## src/rtl/stw_pkg.sv

```systemverilog
// Package: shared encodings for the program/erase status word generator.
// Assumes a data bus of at least 8 bits; bit positions are fixed by the
// polling protocol the host software follows.
package stw_pkg;
    localparam int POS_POLL = 7;
    localparam int POS_TGL  = 6;
    localparam int POS_FAIL = 5;
    localparam int POS_VPP  = 3;

    typedef enum logic [1:0] {
        OP_PROG = 2'b00,
        OP_SECT = 2'b01,
        OP_CHIP = 2'b10
    } op_e;

    typedef enum logic [1:0] {
        PH_READ  = 2'b00,
        PH_RUN   = 2'b01,
        PH_DONE  = 2'b10,
        PH_FAULT = 2'b11
    } phase_e;
endpackage

```

## src/rtl/stw_phase_ctrl.sv

```systemverilog
// Module: stw_phase_ctrl
// Tracks the phase of an embedded operation (read, running, done-waiting,
// fault), latches failure flags seen while running and the operation
// context captured at start. Assumes busy is a level from the sequencer.
module stw_phase_ctrl
    import stw_pkg::*;
#(
    parameter int OP_W = 2
) (
    input  logic            clk,
    input  logic            rst_n,
    input  logic            busy,
    input  logic [OP_W-1:0] op_kind,
    input  logic            poll_src,
    input  logic            cfg_hold,
    input  logic            vpp_low,
    input  logic            fail_flag,
    input  logic            exit_cmd,
    output phase_e          phase,
    output logic            start,
    output logic            vpp_err,
    output logic            lim_err,
    output logic            is_prog,
    output logic            poll_ref
);
    logic   busy_q;
    logic   vpp_nx;
    logic   lim_nx;
    phase_e phase_nx;

    // Start is the rising edge of busy relative to the registered copy.
    assign start = busy & ~busy_q;

    // Error flags including this cycle's inputs, used at the end decision.
    assign vpp_nx = vpp_err | vpp_low;
    assign lim_nx = lim_err | fail_flag;

    // Next-phase selection.
    always_comb begin
        phase_nx = phase;
        if (start) begin
            phase_nx = PH_RUN;
        end else begin
            unique case (phase)
                PH_RUN:   if (!busy) phase_nx = (vpp_nx || lim_nx) ? PH_FAULT
                                               : (cfg_hold ? PH_DONE : PH_READ);
                PH_DONE:  if (exit_cmd) phase_nx = PH_READ;
                PH_FAULT: if (exit_cmd) phase_nx = PH_READ;
                default:  phase_nx = phase;
            endcase
        end
    end

    // Phase and busy edge register.
    always_ff @(posedge clk) begin
        if (!rst_n) begin
            phase  <= PH_READ;
            busy_q <= 1'b0;
        end else begin
            phase  <= phase_nx;
            busy_q <= busy;
        end
    end

    // Failure latches: reloaded at start, accumulated while running.
    always_ff @(posedge clk) begin
        if (!rst_n) begin
            vpp_err <= 1'b0;
            lim_err <= 1'b0;
        end else if (start) begin
            vpp_err <= vpp_low;
            lim_err <= fail_flag;
        end else if (phase == PH_RUN) begin
            vpp_err <= vpp_nx;
            lim_err <= lim_nx;
        end
    end

    // Operation context captured at start.
    always_ff @(posedge clk) begin
        if (!rst_n) begin
            is_prog  <= 1'b0;
            poll_ref <= 1'b0;
        end else if (start) begin
            is_prog  <= (op_kind == OP_W'(OP_PROG));
            poll_ref <= poll_src;
        end
    end
endmodule

```

## src/rtl/stw_toggle.sv

```systemverilog
// Module: stw_toggle
// Toggle bit source. Cleared on start (start wins over a same-cycle read),
// inverted on each read strobe while advancing is allowed.
module stw_toggle (
    input  logic clk,
    input  logic rst_n,
    input  logic start,
    input  logic rd_strobe,
    input  logic adv_ok,
    output logic tog
);
    // Toggle register update.
    always_ff @(posedge clk) begin
        if (!rst_n) begin
            tog <= 1'b0;
        end else if (start) begin
            tog <= 1'b0;
        end else if (rd_strobe && adv_ok) begin
            tog <= ~tog;
        end
    end
endmodule

```

## src/rtl/stw_word_fmt.sv

```systemverilog
// Module: stw_word_fmt
// Combinational formatter of the status word from the phase and latched
// flags. Bits without a status meaning are driven to 0.
module stw_word_fmt
    import stw_pkg::*;
#(
    parameter int DATA_W = 16
) (
    input  phase_e            phase,
    input  logic              cfg_hold,
    input  logic              is_prog,
    input  logic              poll_ref,
    input  logic              tog,
    input  logic              vpp_err,
    input  logic              lim_err,
    output logic [DATA_W-1:0] word
);
    logic poll_auto;
    logic poll_bit;
    logic active;

    // Auto-return mode polling value: inverted reference for program only.
    assign poll_auto = is_prog & ~poll_ref;
    assign active    = (phase != PH_READ);

    // Bit 7 per phase and configuration.
    always_comb begin
        unique case (phase)
            PH_RUN:   poll_bit = cfg_hold ? 1'b0 : poll_auto;
            PH_FAULT: poll_bit = cfg_hold ? 1'b1 : poll_auto;
            PH_DONE:  poll_bit = 1'b1;
            default:  poll_bit = 1'b0;
        endcase
    end

    // Assemble the word bit by bit.
    always_comb begin
        for (int b = 0; b < DATA_W; b++) begin
            unique case (b)
                POS_POLL: word[b] = poll_bit;
                POS_TGL:  word[b] = active & tog;
                POS_FAIL: word[b] = (phase == PH_FAULT) & lim_err;
                POS_VPP:  word[b] = ((phase == PH_FAULT) || (phase == PH_RUN)) & vpp_err;
                default:  word[b] = 1'b0;
            endcase
        end
    end
endmodule

```

## src/rtl/status_word_gen.sv

```systemverilog
// Module: status_word_gen
// Top of the program/erase status word generator. Composes the phase
// controller, the toggle source and the word formatter. Assumes DATA_W >= 8.
module status_word_gen
    import stw_pkg::*;
#(
    parameter int DATA_W = 16,
    parameter int OP_W   = 2
) (
    input  logic              clk,
    input  logic              rst_n,
    input  logic              busy,
    input  logic [OP_W-1:0]   op_kind,
    input  logic [DATA_W-1:0] last_data,
    input  logic              cfg_hold,
    input  logic              vpp_low,
    input  logic              fail_flag,
    input  logic              rd_strobe,
    input  logic              exit_cmd,
    output logic [DATA_W-1:0] status_word,
    output logic              status_hold
);
    localparam logic [DATA_W-1:0] POLL_MASK = DATA_W'(1) << POS_POLL;

    phase_e phase;
    logic   start;
    logic   vpp_err;
    logic   lim_err;
    logic   is_prog;
    logic   poll_ref;
    logic   tog;
    logic   adv_ok;
    logic   unused_data_bits;

    // Only the polling bit of the loaded word matters here.
    assign unused_data_bits = ^(last_data & ~POLL_MASK);
    assign adv_ok      = (phase == PH_RUN) || (phase == PH_FAULT);
    assign status_hold = (phase != PH_READ);

    stw_phase_ctrl #(.OP_W(OP_W)) u_phase (
        .clk       (clk),
        .rst_n     (rst_n),
        .busy      (busy),
        .op_kind   (op_kind),
        .poll_src  (last_data[POS_POLL]),
        .cfg_hold  (cfg_hold),
        .vpp_low   (vpp_low),
        .fail_flag (fail_flag),
        .exit_cmd  (exit_cmd),
        .phase     (phase),
        .start     (start),
        .vpp_err   (vpp_err),
        .lim_err   (lim_err),
        .is_prog   (is_prog),
        .poll_ref  (poll_ref)
    );

    stw_toggle u_tog (
        .clk       (clk),
        .rst_n     (rst_n),
        .start     (start),
        .rd_strobe (rd_strobe),
        .adv_ok    (adv_ok),
        .tog       (tog)
    );

    stw_word_fmt #(.DATA_W(DATA_W)) u_fmt (
        .phase    (phase),
        .cfg_hold (cfg_hold),
        .is_prog  (is_prog),
        .poll_ref (poll_ref),
        .tog      (tog),
        .vpp_err  (vpp_err),
        .lim_err  (lim_err),
        .word     (status_word)
    );
endmodule

```

## config.mk

```make
export PLATFORM = sky130hd
export DESIGN_NAME = status_word_gen
export DESIGN_NICKNAME = d
export VERILOG_FILES = /design/src/rtl/stw_pkg.sv /design/src/rtl/stw_phase_ctrl.sv /design/src/rtl/stw_toggle.sv /design/src/rtl/stw_word_fmt.sv /design/src/rtl/status_word_gen.sv
export SDC_FILE = /design/constraint.sdc
export NUM_CORES = 1
export LEC_CHECK = 0
export BUFFER_PORTS_ARGS = -buffer_cell sky130_fd_sc_hd__clkbuf_2
export CORE_MARGIN = 4
export CORE_UTILIZATION = 32
export DETAILED_ROUTE_END_ITERATION = 8
export PLACE_DENSITY = 0.69
export SLEW_MARGIN = 20
export SYNTH_ARGS = -nofsm -noshare
export SYNTH_HDL_FRONTEND = slang
export SYNTH_SLANG_ARGS = --single-unit
```

## constraint.sdc

```tcl
create_clock -name clk -period 1.15 [get_ports clk]
set_input_delay 0.115 -clock clk [delete_from_list [all_inputs] [get_ports clk]]
set_output_delay 0.115 -clock clk [all_outputs]
set_load 0.01 [all_outputs]
```

==> impl_results.md, run 1 <==
* Max-cap violations at 0
* Fin cells at between 90 and 100
* Count of input and output buffers at 15
* Total wire length at 963 µm
* Bufs and invs on worst path at 0
* Hold buffer count at cts at 0
* Drt first pass iters at 5
* Post-synthesis xor/xnor area fraction at between 1.5 and 2%
* Initial antenna violation count at 0
* Worst path required time at ~1.3 ns
* Ys flop type: dfxtp_1
* Period utilization at 111%
* Core ar. at around 0.0014 mm²
* Post-Synthesis Cell Area at roughly 480 µm²
* Final antenna-violating net count at 0
* Setup tns final at -0.307 ns
* VDD IR max at 542 µV
* HPWL Detailed at 743 µm
* Share of cells above drive strength 1 at ~44%
* Setup crit end kind: flop
* Final Max Tran Viols at 0
* H-tree depth at 1
* Routed len/inst at 10.2 µm
* First-pass GRT wire length at approximately 1400 µm
* Ys Warns at 0
* Die Y at 46.8 µm
* Leakage at 0.304 nW
* Worst hold path class: primary input to flop
* Pwr Total at between 0.6 and 0.7 mW
* Clk Latency, worst-skew pair at 0.25 ns
* Yosys reg bits at 8
* CTS tree: yes
* Switching part of the total at 26.2%
* Slowest-stage cell, CP: or4_4
* Nets@finish at ~110
* P&R area growth vs syn at 29.2%
* Final Setup Violations at 4
* Worst-path maximum fanout at 2
* Ys async rst share at 0%
* Synth Area in Adders at 0%
* Clock Skews at 0.000776 ns
* Die X at around 47 µm
* # fillers at 155
* Simple-Gate Fraction of Synth Area at about 23%
* CP Cell Sequence: or4_4 > o311ai_2 > a21boi_1
* Multiplexer area fraction after synthesis at 0%
* Global route total overflow at 0
* Cell Pwr Density at roughly 1000 mW/mm²
* GPL Wtd Cong at around 0.79
* DRC at 0
* CP Launch Type: flop
* Mapped Avg Cell Area at slightly above 8 µm²
* Crit path DAT at 1.41 ns
* Ant diodes at 0
* Pint at 0.478 mW
* Slowest stage delay, CP at between 0.5 and 0.6 ns
* Die area at between 0.002 and 0.0025 mm²
* CP delay by family, top: simple AND/OR/NAND/NOR gates
* Most frequent cells in the layout: conb_1, clkbuf_2, nand2_1
* Netlist cell types at 22
* Combinational power share at 20.4%
* Status: finished, violations left
* Total CTS buffers at 3
* DRT iter0 DRCs at 12
* RSZ-0062 raised after global routing: true
* Tmin final at ~1.3 ns
* Num ports at 43
* Cells after Synth at between 50 and 60
* Net switching power of the design at approximately 0.17 mW
* Largest net degree at the start of global routing at 8
* Final WS setup at -0.124 ns
* Hold Vio Cnt, Final at 0
* DR vias/cell at 4.68
* Seq/Total Area, Yosys at between 30% and 40%
* Clock slew at reported path FFs at roughly 0.050 ns
* Root buf cell: clkbuf_4
* CTS max path bufs at 2
* Clock power share at roughly 32%
* Failing checks: setup timing
* Main combinational cell family by area after synthesis: simple AND/OR/NAND/NOR gates
* Number of global-route vias before repair at ~360
* F_max at about 790 MHz
* Initial Utilization at between 30% and 40%
* Placed Instances at 90
* WS Path Type: flop to flop
* DR vias at between 400 and 500
* Clk sinks at 8
* Sequential power share at a little under half
* Most common cell after layout, fill and taps aside: conb_1
* Post-synthesis compound-gate area fraction at between 10% and 20%
* # rows at 13
* Gr usage total at under 10%
* Number of flops mapped to enable cells by yosys at 0
==> worst paths after layout <==
check	slack (ns)	cells after the start	to	from
max	-0.12	3	u_phase.phase[0]	u_phase.vpp_err
min	0.09	3	u_phase.poll_ref	last_data[7]
max reg2reg	-0.12	3	u_phase.phase[0]	u_phase.vpp_err
min reg2reg	0.46	2	u_phase.is_prog	u_phase.is_prog
==> cells in the mapped netlist, types with 2 or more instances <==
master	n	area [µm²]
buf_4	13	97.6
dfxtp_1	8	160
nand2_1	8	30.0
a21boi_0	3	22.5
inv_1	3	11.3
o21ai_0	3	15.0
a21boi_1	2	15.0
and2_1	2	12.5
nand2b_1	2	12.5
nor2b_1	2	12.5
==> logic make-up (layout without fill, tap and decap cells) <==
family	after synthesis	after routing
other cells	1	12
compound gates	12	12
flops	8	8
buf+inv	16	26
simple gates	20	20
xor+xnor	1	1
==> per-layer routing <==
metal,wire [µm],GRT usage (%),vias up
met5,0,0,-
met4,2,3.31,0
met3,146,7.28,2
met2,426,14.6,33
met1,388,10.9,196
li1,-,-,209
==> registers in the layout, indices dropped and copies added (netlist names) <==
name and flops:
u_phase.vpp_err 1, u_phase.phase 2, u_phase.busy_q 1, u_phase.lim_err 1, u_tog.tog 1, u_phase.is_prog 1
u_phase.poll_ref 1
==> power by group through the flow <==
stage	Combinational, mW	Sequential, mW	Clock [mW]
global route	0.147	0.308	0.244
finish	0.132	0.306	0.209
CTS	0.126	0.305	0.221
global placement	0.115	0.308	0
detailed placement	0.117	0.309	0
floorplan	0.0973	0.309	0
==> area by class of cell <==
type	count	area, µm²	area share [%]
multi-input combinational	45	267	42.9
sequential	8	169	27.2
timing repair buffer	20	133	21.4
clock buffer	3	22.5	3.63
tap	15	18.8	3.02
inverter	3	11.3	1.81
==> repair_timing <==
action                                  in CTS  in global routing
endpoints found under the setup margin       6                  6
pin swaps                                    2                  0
gates resized for setup                      7                 13
buffers inserted                             1                  0
==> per-stage QoR <==
stage | cell area, µm² | setup slack (ns) | util [%] | hold slack [ns]
2_1_floorplan | 522 | -0.0842 | - | 0.237
3_3_place_gp | 548 | -0.114 | 40.6 | 0.355
3_5_place_dp | 548 | -0.119 | 40.6 | 0.358
4_1_cts | 596 | -0.123 | 44.1 | 0.0891
5_1_grt | 621 | -0.164 | 46.0 | 0.107
6_report | 621 | -0.124 | 46.0 | 0.0907
==> worst reg2reg max path, stage by stage, from the launching register on <==
cell	delay (ns)
dfxtp_2	0.32
or4_4	0.54
o311ai_2	0.21
a21boi_1	0.09
(Power assumes the default switching activity.)
==> inputs of run 2 (changes only) <==
--- a/config.mk
+++ b/config.mk
@@ -9,7 +9,7 @@
 export CORE_MARGIN = 4
 export CORE_UTILIZATION = 32
 export DETAILED_ROUTE_END_ITERATION = 8
-export PLACE_DENSITY = 0.69
+export PLACE_DENSITY = 0.73
 export SLEW_MARGIN = 20
 export SYNTH_ARGS = -nofsm -noshare
 export SYNTH_HDL_FRONTEND = slang
==> impl_results.md, run 2 (synthesis results as in run 1) <==
* Clk sinks at 8 (unchanged)
* Dpl cell area at 541 µm² (-1.4%)
* Final Setup Violations at 4 (unchanged)
* Share of cells above drive strength 1 at 41.6% (-2.7 points)
* Gr usage total at 8.76% (-1.0 points)
* Nets@finish at 105 (-1.9%)
* Max reg flops at 2 (unchanged)
* Final hold slack at 0.0870 ns (-0.00369 ns)
* Root buf cell: clkbuf_4
* Place WS at -0.141 ns (-0.0223 ns)
* Largest net degree at the start of global routing at 8 (unchanged)
* Cell Pwr Density at 1070 mW/mm² (+3.0%)
* Hold buffer count at cts at 0 (unchanged)
* Final Util at 44.2% (-1.8 points)
* Slowest-stage cell, CP: or4_4
* Total CTS buffers at 3 (unchanged)
* Most frequent cells in the layout: clkbuf_2, conb_1, nand2_1
* Die area at 0.00219 mm² (unchanged)
* Final WS setup at -0.142 ns (-0.0178 ns)
* Clock slew at reported path FFs at 0.06 ns (about the same)
* Leakage at 0.290 nW (-4.6%)
* Largest Register: u_phase.phase
* DRT iter0 DRCs at 5 (-7)
* Pwr Total at 0.642 mW (-0.99%)
* DR vias at 399 (-9.3%)
* # rows at 13 (unchanged)
* First-pass GRT wire length at 1320 µm (-7.3%)
* Final antenna-violating net count at 0 (unchanged)
* Hold Vio Cnt, Final at 0 (unchanged)
* Clock Skews at 0.00651 ns (+0.00574 ns)
* GPL Wtd Cong at 0.786 (about the same)
* Clk Latency, worst-skew pair at 0.26 ns (about the same)
* CP Cell Sequence: or4_4 > o311ai_2 > a21boi_1
* Final Max Tran Viols at 0 (unchanged)
* H-tree depth at 1 (unchanged)
* Bufs and invs on worst path at 0 (unchanged)
* Worst Setup SP: u_phase.vpp_err
* Hold path startpoint: last_data[7]
* CP delay by family, top: simple AND/OR/NAND/NOR gates
* Die Y at 46.8 µm (unchanged)
* DRC at 0 (unchanged)
* Ant diodes at 0 (unchanged)
* DR vias/cell at 4.34 (-7.3%)
* Core ar. at 0.00135 mm² (unchanged)
* P&R area growth vs syn at 24.2%
* Crit path DAT at 1.42 ns (about the same)
* CP Launch Type: flop
* HPWL Detailed at 731 µm (-1.5%)
* Die X at 46.8 µm (unchanged)
* Tmin final at 1.29 ns (+0.0178 ns)
* # fillers at 148 (-4.5%)
* Most common cell after layout, fill and taps aside: clkbuf_2
* Global route total overflow at 0 (unchanged)
* Total wire length at 916 µm (-4.9%)
* Worst-path maximum fanout at 3 (+1)
* Initial Utilization at 35.6% (unchanged)
* Routed len/inst at 9.96 µm (-2.8%)
* CTS max path bufs at 2 (unchanged)
* Worst hold path class: primary input to flop
* RSZ-0062 raised after global routing: true
* Initial antenna violation count at 0 (unchanged)
* Num ports at 43 (unchanged)
* Slowest stage delay, CP at 0.54 ns (about the same)
* Failing checks: setup timing
* Fin cells at 92 (-2.1%)
* Number of global-route vias before repair at 342 (-6.0%)
* Setup crit end kind: flop
* Worst path required time at 1.28 ns (about the same)
* Setup tns final at -0.321 ns (-0.0143 ns)
* CTS tree: yes
* Placed Instances at 89 (-1.1%)
* Period utilization at 112% (+1.5 points)
* F_max at 774 MHz (-1.4%)
* VDD IR max at 545 µV (+0.46%)
* WS Path Type: flop to flop
* Drt first pass iters at 3 (-2)
* Critical R2R Launch: u_phase.vpp_err
* Count of input and output buffers at 15 (unchanged)
* Status: finished, violations left
* Max-cap violations at 0 (unchanged)
* Final Cell Area at 597 µm² (-3.8%)
-- run 2: power by group --
part / switching, mW / internal, mW
logic: 0.0649 / 0.0562
clock network: 0.0956 / 0.119
registers: 0.0111 / 0.294
-- run 2: worst register-to-register path, cell delays in order (launching register included) --
cell and delay (ns):
dfxtp_2 0.32, or4_4 0.54, o311ai_2 0.22, a21boi_1 0.09
-- run 2: repair_timing --
item | CTS | global route
setup endpoints to repair | 6 | 5
gates cloned | 0 | 0
buffers inserted | 0 | 0
resized for setup | 7 | 8
pin swaps | 1 | 1
-- run 2: final timing paths --
kind,depth (start not counted),to,slack [ns]
worst max-delay path,3,u_phase.phase[0],-0.14
worst min-delay path,3,u_phase.poll_ref,0.09
worst max register to register,3,u_phase.phase[0],-0.14
worst min register to register,2,u_phase.is_prog,0.46
-- run 2: metal layers --
metal / up-vias / routed length, µm / track usage, % / share of wire, %
met5: - / 0 / 0 / 0
met4: 0 / 23 / 6.63 / 2.5
met3: 3 / 115 / 2.68 / 13
met2: 23 / 388 / 13.5 / 42
met1: 169 / 388 / 10.2 / 42
li1: 204 / - / - / -
-- run 2: final cells by class --
type	count	area, µm²	share of cell area, %
multi-input cells	45	265	44.4
flip-flops and latches	8	168	28.1
repair buffers	18	111	18.7
clock buffers	3	22.5	3.77
well taps	15	18.8	3.14
inverters	3	11.3	1.89
==> inputs of run 3 (changes only) <==
--- a/config.mk
+++ b/config.mk
@@ -7,10 +7,12 @@
 export LEC_CHECK = 0
 export BUFFER_PORTS_ARGS = -buffer_cell sky130_fd_sc_hd__clkbuf_2
 export CORE_MARGIN = 4
-export CORE_UTILIZATION = 32
+export CORE_UTILIZATION = 33
 export DETAILED_ROUTE_END_ITERATION = 8
-export PLACE_DENSITY = 0.73
+export PLACE_DENSITY = 0.74
 export SLEW_MARGIN = 20
 export SYNTH_ARGS = -nofsm -noshare
 export SYNTH_HDL_FRONTEND = slang
+export SYNTH_HIERARCHICAL = 1
 export SYNTH_SLANG_ARGS = --single-unit
+export TNS_END_PERCENT = 20
==> impl_results.md, run 3 <==
* Placed Instances at 89 (unchanged)
* Number of global-route vias before repair at 350 (+2.3%)
* Count of input and output buffers at 15 (unchanged)
* WS Path Type: flop to primary output
* CTS max path bufs at 2 (unchanged)
* Met1 usage at 9.89% (-0.30 points)
* Final Util at 43.3% (-0.89 points)
* Netlist cell types at 26 (+18%)
* CP Launch Type: flop
* Yosys reg bits at 8 (unchanged)
* Total CTS buffers at 3 (unchanged)
* DR vias at 405 (+1.5%)
* Root buf cell: clkbuf_4
* Global route total overflow at 0 (unchanged)
* Share of cells above drive strength 1 at 37.7% (-3.9 points)
* Slowest-stage cell, CP: dfxtp_2
* Slowest stage delay, CP at 0.31 ns (-0.23 ns)
* Clk sinks at 8 (unchanged)
* Clock Skews at 0.00379 ns (-0.00272 ns)
* Largest net degree at the start of global routing at 10 (+2)
* Status: finished, violations left
* Clk Latency, worst-skew pair at 0.25 ns (about the same)
* Top post-synthesis cells by area: dfxtp_1, buf_4, a21boi_0, nand2_1, nand2b_1
* Switching part of the total at 26.2% (-0.53 points)
* H-tree depth at 1 (unchanged)
* Leakage at 0.291 nW (+0.41%)
* Share of the synthesized area in the top cell type at 31.6% (-1.7 points)
* Initial Utilization at 37.1% (+1.5 points)
* Die X at 47.2 µm (+0.93%)
* Most numerous cell in the Yosys netlist: buf_4
* Ys Warns at 6 (+6)
* Net switching power of the design at 0.166 mW (-3.3%)
* DR vias/cell at 4.40 (+1.5%)
* # rows at 13 (unchanged)
* Max reg flops at 2 (unchanged)
* HPWL Detailed at 770 µm (+5.3%)
* Critical R2R Launch: u_phase/vpp_err
* Post-CTS setup buffer count at 0 (unchanged)
* Sequential power share at 48.0% (+0.4 points)
* Worst-path maximum fanout at 2 (-1)
* Die area at 0.00223 mm² (+1.9%)
* Cell Pwr Density at 1070 mW/mm² (-0.47%)
* Gr usage total at 8.64% (-0.12 points)
* Final WS setup at -0.0906 ns (+0.0509 ns)
* Most frequent cells in the layout: clkbuf_2, conb_1, nand2_1, dfxtp_1, a21boi_0
* Crit path DAT at 1.13 ns (-0.29 ns)
* Number of flops mapped to enable cells by yosys at 0 (unchanged)
* Total wire length at 928 µm (+1.3%)
* Routed len/inst at 10.1 µm (+1.3%)
* GR Util met2 at 15.2% (+1.7 points)
* # fillers at 145 (-2.0%)
* Setup crit end kind: primary output
* Post-Synthesis Cell Area at 507 µm² (+5.5%)
* First-pass GRT wire length at 1370 µm (+4.3%)
* DRC at 0 (unchanged)
* Ant diodes at 0 (unchanged)
* Worst path required time at 1.03 ns (-0.25 ns)
* Tmin final at 1.24 ns (-0.0509 ns)
* Top post-synthesis cells by count: buf_4, dfxtp_1, nand2_1
* Ys flop type: dfxtp_1
* Failing checks: setup timing
* Hold buffer count at cts at 0 (unchanged)
* Period utilization at 108% (-4.4 points)
* Combinational power share at 19.1% (+0.2 points)
* Drt first pass iters at 4 (+1)
* Yosys top cell by area: dfxtp_1
* Register area at 163 µm² (-3.0%)
* Num ports at 43 (unchanged)
* Final Max Tran Viols at 0 (unchanged)
* GRT busiest layer: met2
* Pint at 0.467 mW (-0.60%)
* Initial antenna violation count at 0 (unchanged)
* Ys async rst share at 0% (unchanged)
* Cells after Synth at 60 (+3.4%)
* Worst Setup SP: u_phase/phase[0]
* Worst hold path class: primary input to flop
* RSZ-0062 raised after global routing: true
* Nets@finish at 105 (unchanged)
* CTS tree: yes
* Clock slew at reported path FFs at 0.06 ns (about the same)
* Seq/Total Area, Yosys at 31.6% (-1.7 points)
* Clock power share at 32.9% (-0.6 points)
* Fin cells at 92 (unchanged)
* Mapped Avg Cell Area at 8.45 µm² (+2.0%)
* Die Y at 47.2 µm (+0.93%)
* Largest Register: u_phase/phase
* Most common cell after layout, fill and taps aside: clkbuf_2
* Final Setup Violations at 3 (-1)
* F_max at 806 MHz (+4.1%)
* Setup tns final at -0.110 ns (+0.211 ns)
* Core ar. at 0.00137 mm² (+1.2%)
* Final antenna-violating net count at 0 (unchanged)
* Grt met3 use at 2.30% (-0.38 points)
* CP Cell Sequence: and2b_1 > mux2_4 > buf_6
* Hold path startpoint: last_data[7]
* Hold Vio Cnt, Final at 0 (unchanged)
* VDD IR max at 434 µV (-20%)
* Max-cap violations at 0 (unchanged)
* DRT iter0 DRCs at 6 (+1)
* P&R area growth vs syn at 16.8%
* Area of the multi-input gates at 288 µm² (+8.5%)
* GPL Wtd Cong at 0.772 (-1.9%)
run 3: worst paths after layout:
kind	to	slack (ns)	cells after the start
max	status_word[7]	-0.09	3
min	u_phase/poll_ref	0.09	3
max reg2reg	u_phase/phase[1]	0	3
min reg2reg	u_phase/is_prog	0.46	2
run 3: layout make-up:
cell class              count  share of cell area (%)
multi-input cells          48                    48.6
inverters                   1                   0.634
repair buffers             17                    16.3
clock buffers               3                    3.81
flip-flops and latches      8                    27.5
well taps                  15                    3.17
run 3: what timing repair did:
action	in CTS	in global routing
hold endpoints to repair	0	0
pin swaps	1	1
endpoints found under the setup margin	5	6
gates resized for setup	3	2
run 3: routing by layer:
metal,up-vias,routed length [µm]
li1,208,-
met1,181,388
met2,16,442
met3,0,96
met4,0,0
met5,-,0
run 3: per-stage QoR:
step / hold slack [ns] / setup slack [ns] / cell area (µm²) / power, mW
6_report: 0.0927 / -0.0906 / 592 / 0.633
5_1_grt: 0.117 / -0.135 / 592 / 0.672
4_1_cts: 0.0840 / -0.106 / 586 / 0.646
3_5_place_dp: 0.354 / -0.0350 / 556 / 0.427
3_3_place_gp: 0.347 / -0.0198 / 556 / 0.423
2_1_floorplan: 0.231 / 0.00640 / 548 / 0.412
run 3: cells by family (layout without fill, tap and decap cells):
logic type	count (synthesis)	in the layout	synth area share [%]
buffers and inverters	15	21	20.7
AO/OA/AOI/OAI	13	13	19.0
AND/OR/NAND/NOR	22	22	24.9
multiplexers	1	1	2.96
flip-flops	8	8	31.6
other	1	12	0.740
run 3: power groups by stage:
stage | logic, mW | clock network, mW | registers, mW
after floorplan | 0.103 | 0 | 0.309
after global placement | 0.115 | 0 | 0.308
after detailed placement | 0.118 | 0 | 0.309
after CTS | 0.119 | 0.223 | 0.304
after global routing | 0.136 | 0.230 | 0.306
final | 0.121 | 0.209 | 0.304
run 3: worst max-delay path: cells and delay by family, from the launching register on:
| kind | cells | cell delay (ns) |
|---|---|---|
| DFF | 1 | 0.31 |
| muxes | 1 | 0.29 |
| and+or+nand+nor | 1 | 0.16 |
| buffers and inverters | 1 | 0.12 |
